<file path="src/rtl/bitop_pkg.sv">
package bitop_pkg;

   typedef enum logic [2:0] {
      OP_MSET = 3'd0,
      OP_ROL  = 3'd1,
      OP_MCPL = 3'd2,
      OP_ASR  = 3'd3,
      OP_MCLR = 3'd4,
      OP_LSL  = 3'd5,
      OP_RSV6 = 3'd6,
      OP_RSV7 = 3'd7
   } bop_e;

   localparam int unsigned OP_W = 3;

   function automatic logic op_is_legal(input logic [OP_W-1:0] code);
      return (code <= 3'd5);
   endfunction

endpackage

</file>
<file path="src/rtl/bitop_alu.sv">
module bitop_alu
   import bitop_pkg::*;
#(
   parameter int unsigned DATA_W = 8
) (
   input  logic [OP_W-1:0]   op,
   input  logic [DATA_W-1:0] opnd,
   input  logic [DATA_W-1:0] mask,
   output logic [DATA_W-1:0] y,
   output logic              legal
);

   localparam int unsigned MSB = DATA_W - 1;

   generate
      if (DATA_W < 2) begin : g_bad_width
         $error("bitop_alu: DATA_W must be at least 2");
      end
   endgenerate

   always_comb begin
      legal = op_is_legal(op);
      unique case (op)
         OP_MSET: y = opnd | mask;
         OP_MCPL: y = opnd ^ mask;
         OP_MCLR: y = opnd & ~mask;
         OP_ROL:  y = {opnd[MSB-1:0], opnd[MSB]};
         OP_ASR:  y = {opnd[MSB], opnd[MSB:1]};
         OP_LSL:  y = {opnd[MSB-1:0], 1'b0};
         default: y = opnd;
      endcase
   end

endmodule

</file>
<file path="src/rtl/bitop_rf.sv">
module bitop_rf #(
   parameter int unsigned DATA_W = 8,
   parameter int unsigned NREGS  = 4,
   parameter logic [NREGS*DATA_W-1:0] RESET_IMAGE = '0,
   localparam int unsigned ADDR_W = (NREGS > 1) ? $clog2(NREGS) : 1
) (
   input  logic              clk,
   input  logic              rst_n,
   input  logic              we,
   input  logic [ADDR_W-1:0] waddr,
   input  logic [DATA_W-1:0] wdata,
   input  logic [ADDR_W-1:0] ra_addr,
   output logic [DATA_W-1:0] ra_data,
   input  logic [ADDR_W-1:0] rb_addr,
   output logic [DATA_W-1:0] rb_data,
   input  logic [ADDR_W-1:0] rc_addr,
   output logic [DATA_W-1:0] rc_data
);

   logic [DATA_W-1:0] mem [NREGS];

   generate
      if ((1 << ADDR_W) != NREGS) begin : g_bad_depth
         $error("bitop_rf: NREGS must be a power of two");
      end
      for (genvar i = 0; i < NREGS; i++) begin : g_entry
         always_ff @(posedge clk or negedge rst_n) begin
            if (!rst_n)
               mem[i] <= RESET_IMAGE[i*DATA_W +: DATA_W];
            else if (we && (waddr == ADDR_W'(i)))
               mem[i] <= wdata;
         end

         // entries other than the addressed one keep their value
         a_r8_untouched: assert property (@(posedge clk) disable iff (!rst_n)
            !(we && (waddr == ADDR_W'(i))) |=> $stable(mem[i]));
      end
   endgenerate

   assign ra_data = mem[ra_addr];
   assign rb_data = mem[rb_addr];
   assign rc_data = mem[rc_addr];

endmodule

</file>
<file path="src/rtl/bitop_unit.sv">
module bitop_unit
   import bitop_pkg::*;
#(
   parameter int unsigned DATA_W = 8,
   parameter int unsigned NREGS  = 4,
   parameter logic [NREGS*DATA_W-1:0] RESET_IMAGE = {8'h66, 8'hA5, 8'h9D, 8'h00},
   localparam int unsigned ADDR_W = (NREGS > 1) ? $clog2(NREGS) : 1
) (
   input  logic              clk,
   input  logic              rst_n,
   input  logic              op_valid,
   input  logic [OP_W-1:0]   op_code,
   input  logic [ADDR_W-1:0] dst_addr,
   input  logic [ADDR_W-1:0] src_addr,
   output logic              done,
   output logic [DATA_W-1:0] result,
   input  logic [ADDR_W-1:0] rd_addr,
   output logic [DATA_W-1:0] rd_data
);

   logic [DATA_W-1:0] dst_val;
   logic [DATA_W-1:0] src_val;
   logic [DATA_W-1:0] alu_y;
   logic              alu_legal;
   logic              wr_en;

   bitop_rf #(
      .DATA_W      (DATA_W),
      .NREGS       (NREGS),
      .RESET_IMAGE (RESET_IMAGE)
   ) u_rf (
      .clk     (clk),
      .rst_n   (rst_n),
      .we      (wr_en),
      .waddr   (dst_addr),
      .wdata   (alu_y),
      .ra_addr (dst_addr),
      .ra_data (dst_val),
      .rb_addr (src_addr),
      .rb_data (src_val),
      .rc_addr (rd_addr),
      .rc_data (rd_data)
   );

   bitop_alu #(.DATA_W(DATA_W)) u_alu (
      .op    (op_code),
      .opnd  (dst_val),
      .mask  (src_val),
      .y     (alu_y),
      .legal (alu_legal)
   );

   assign wr_en = op_valid && alu_legal;

   always_ff @(posedge clk or negedge rst_n) begin
      if (!rst_n) begin
         done   <= 1'b0;
         result <= '0;
      end else begin
         done <= wr_en;
         if (wr_en)
            result <= alu_y;
      end
   end

   // a legal request is acknowledged on the next cycle
   a_r8_done_follows: assert property (@(posedge clk) disable iff (!rst_n)
      (op_valid && alu_legal) |=> done);
   // no request, no pulse
   a_r8_no_spurious: assert property (@(posedge clk) disable iff (!rst_n)
      !op_valid |=> !done);
   // reserved codes stay silent
   a_r9_reserved_quiet: assert property (@(posedge clk) disable iff (!rst_n)
      (op_valid && op_code[2] && op_code[1]) |=> !done);
   // every mask bit ends up set
   a_r2_mask_set: assert property (@(posedge clk) disable iff (!rst_n)
      (op_valid && op_code == OP_MSET) |=> ((result & $past(src_val)) == $past(src_val)));
   // every mask bit ends up clear
   a_r4_mask_clear: assert property (@(posedge clk) disable iff (!rst_n)
      (op_valid && op_code == OP_MCLR) |=> ((result & $past(src_val)) == '0));
   // old top bit wraps into bit 0
   a_r5_wrap: assert property (@(posedge clk) disable iff (!rst_n)
      (op_valid && op_code == OP_ROL) |=> (result[0] == $past(dst_val[DATA_W-1])));
   // sign bit kept
   a_r6_sign_kept: assert property (@(posedge clk) disable iff (!rst_n)
      (op_valid && op_code == OP_ASR) |=> (result[DATA_W-1] == $past(dst_val[DATA_W-1])));
   // zero fill at the bottom
   a_r7_zero_fill: assert property (@(posedge clk) disable iff (!rst_n)
      (op_valid && op_code == OP_LSL) |=> (result[0] == 1'b0));

endmodule

</file>
<file path="config.mk">
export PLATFORM = sky130hd
export DESIGN_NAME = bitop_unit
export DESIGN_NICKNAME = d
export VERILOG_FILES = /design/src/rtl/bitop_pkg.sv /design/src/rtl/bitop_alu.sv /design/src/rtl/bitop_rf.sv /design/src/rtl/bitop_unit.sv
export SDC_FILE = /design/constraint.sdc
export NUM_CORES = 1
export LEC_CHECK = 0
export BUFFER_PORTS_ARGS = -buffer_cell sky130_fd_sc_hd__buf_4
export CORE_ASPECT_RATIO = 0.75
export CORE_UTILIZATION = 35
export DETAILED_ROUTE_END_ITERATION = 7
export SETUP_SLACK_MARGIN = 0.2
export SYNTH_ARGS = -nofsm -noshare
export SYNTH_HDL_FRONTEND = slang
export SYNTH_SLANG_ARGS = --single-unit
</file>
<file path="constraint.sdc">
create_clock -name clk -period 6.35 [get_ports clk]
set_input_delay 1.905 -clock clk [delete_from_list [all_inputs] [get_ports clk]]
set_output_delay 1.905 -clock clk [all_outputs]
set_load 0.02 [all_outputs]
</file>
==> impl_metrics.json <==
{
  "area_growth_pct": 13.42,
  "place.gp.congestion": 0.8152,
  "combPwrFrac_pct": 39.3,
  "clock_path_buffers": 2,
  "arrival_ns": 2.85,
  "synth-edff-count": 0,
  "track_usage_pct": 19.02,
  "ys_warn_count": 0,
  "skew_ns": 0.008118,
  "cts_hold_buf": 0,
  "avgSynthCellArea_um2": 11.08,
  "num_rows": 29,
  "wirelength_met1_um": 3680,
  "netSwitchingPower_mw": 0.4244,
  "drt-total-wl_um": 8103,
  "worstSetupEndpointType": "output pin",
  "fin_crit_sh_pct": 74.94,
  "ir_drop_uv": 183.6,
  "tns_ns": 0,
  "ys_seq_area_share_pct": 33.97,
  "clk_pin_slew_ns": 0.06,
  "synthArstFlopShare_pct": 100.0,
  "syn-num-nets": 305,
  "drtAntennaViolNets": 0,
  "place_ws_ns": 1.592,
  "r2r-start": "u_rf.mem[31]",
  "grt_pass1_vias": 2241,
  "maxCapViolCount": 0,
  "synth_seq_cells": 41,
  "leakagePower_nw": 1.441,
  "setup_viol": 0,
  "layout_common_cells": "dfrtp_1 (28), buf_4 (28), mux4_2 (25)",
  "remaining_drc_errors": 0,
  "antenna_found_initial": 0,
  "hp-start": "result[7]",
  "numCtsBuffers": 5,
  "route.top_layer_used": "met4",
  "finalCriticalPeriod_ns": 4.758,
  "relSlewSlack_pct": 40.50,
  "rsz0062_at_grt": "no",
  "start_kind": "input port",
  "port_buffers": 28,
  "multi_input_area_mm2": 0.001846,
  "tightestPinTransition_ns": 0.8877,
  "fill_cells": 824,
  "swShare_pct": 34.96,
  "fin_ws_ns": 1.592,
  "hp-class": "register to register",
  "finalMaxSlewViolations": 0,
  "drt_iter0_drc": 171,
  "postCtsSetupRepairBufs": 0,
  "netlist_area_mm2": 0.003068,
  "cts_tree": "yes",
  "coreArea_mm2": 0.008491,
  "hpwlAfterDp_um": 5555,
  "met3_length_um": 754,
  "r2r_cells": 7,
  "path_class": "input port to output pin",
  "fin_nets": 321,
  "insertion_delay_ns": 0.29,
  "crit_path_max_fanout": 8,
  "power_density_mw_per_mm2": 348.8,
  "dieWidth_um": 110.1,
  "r2r_slack_ns": 3.80,
  "fmax_ghz": 0.2102,
  "wl_per_cell_um": 20.16,
  "cts.sinks": 41,
  "cts_resized": 0,
  "htree_levels": 2,
  "p_int_mw": 0.7894,
  "crit_required_ns": 4.45,
  "dieArea_mm2": 0.009148,
  "wl_met2_um": 3599,
  "vias": 2367,
  "root_buffer": "clkbuf_16",
  "grt_max_degree": 42,
  "yosysUniqueCellTypes": 46,
  "die_h_um": 83.08,
  "grt_pass1_wl_um": 12920,
  "hold_violations": 0,
  "via_per_inst": 5.888,
  "top_level_ports": 29,
  "status": "finished, final reports clean",
  "seqPwrFrac_pct": 36.9,
  "first_pass_iters": 4,
  "start_util_pct": 36.13,
  "clockPowerShare_pct": 23.8,
  "n_antenna_cell": 0,
  "min_path_cells": 1,
  "syn_inst": 277,
  "drive_above_1_share_pct": 34.01,
  "layout.area.seq_mm2": 0.001042,
  "overflow": 0,
  "synthFlopType": "dfrtp_1",
  "cp-startpoint": "rd_addr[0]"
}
## cell families after synthesis
kind of cell             share of synthesized area, %
AND/OR/NAND/NOR                                 11.91
AO/OA/AOI/OAI                                   13.91
multiplexers                                    27.81
buffers and inverters                           5.872
flip-flops                                      33.97
adder cells (fa/ha/maj)                         6.525
## through the flow
stage | hold slack (ns) | total power, mW | cell area, um2 | utilization [%] | std cells
floorplan | 0.4660 | 0.7744 | 3068 | - | 277
global placement | 0.4696 | 0.9116 | 3316 | 39.05 | 394
detailed placement | 0.4810 | 0.9241 | 3316 | 39.05 | 394
CTS | 0.4959 | 1.220 | 3480 | 40.98 | 402
global route | 0.5240 | 1.291 | 3480 | 40.98 | 402
finish | 0.4837 | 1.214 | 3480 | 40.98 | 402
## sequential cells by signal, summed over array words and instances (netlist names)
register  cells
done          1
result        8
u_rf.mem     32
## layer usage
| metal | GRT usage (%) | up-vias |
|---|---|---|
| met3 | 4.239 | 8 |
| li1 | - | 1082 |
| met5 | 0 | - |
| met2 | 26.76 | 96 |
| met4 | 4.067 | 0 |
| met1 | 29.70 | 1181 |
## final cells by class
cell class	count	area share, %
Sequential cell	41	29.95
Timing Repair Buffer	28	6.041
Clock inverter	2	1.007
Inverter	22	2.373
Multi-Input combinational cell	195	53.04
Tap cell	108	3.884
Clock buffer	6	3.704
## cell usage after synthesis (2+ instances only)
library cell,number,area [um2]
clkbuf_1,8,30.03
and3b_1,3,26.28
dfrtp_1,28,700.7
nand3_1,7,35.03
buf_4,2,15.01
o21ai_0,10,50.05
buf_1,4,15.01
nor2b_1,4,25.02
o21a_1,2,15.01
a221oi_1,2,17.52
mux4_1,3,78.83
buf_2,3,15.01
a31oi_1,18,112.6
nor3_1,3,15.01
mux2_2,17,191.4
ha_1,16,200.2
nor2_1,23,86.33
inv_1,20,75.07
nand2_1,13,48.80
buf_6,2,22.52
or2_2,2,12.51
o22a_1,3,26.28
mux4_2,25,563.0
o31ai_1,5,37.54
nor3_2,4,40.04
mux2i_1,2,20.02
dfstp_2,13,341.6
a222oi_1,3,30.03
nand2b_1,7,43.79
a21oi_1,7,35.03
a32o_1,2,20.02
a311oi_1,2,17.52
## final timing paths
check | to
worst max register to register | u_rf.mem[7]
worst min register to register | result[7]
min in group asynchronous | u_rf.mem[21]
max in group asynchronous | u_rf.mem[19]
worst min-delay path | result[7]
worst max-delay path | rd_data[7]
## worst max-delay path, cell delays in order
cell and delay [ns]:
buf_4 0.22, mux4_2 0.55, buf_4 0.18
## power by group through the flow
| stage | Combinational (mW) | Sequential (mW) | Clock, mW |
|---|---|---|---|
| floorplan | 0.347 | 0.428 | 0 |
| global placement | 0.464 | 0.448 | 0 |
| detailed placement | 0.476 | 0.448 | 0 |
| CTS | 0.479 | 0.444 | 0.296 |
| global route | 0.523 | 0.459 | 0.308 |
| finish | 0.477 | 0.448 | 0.289 |
(Power assumes the default switching activity.)
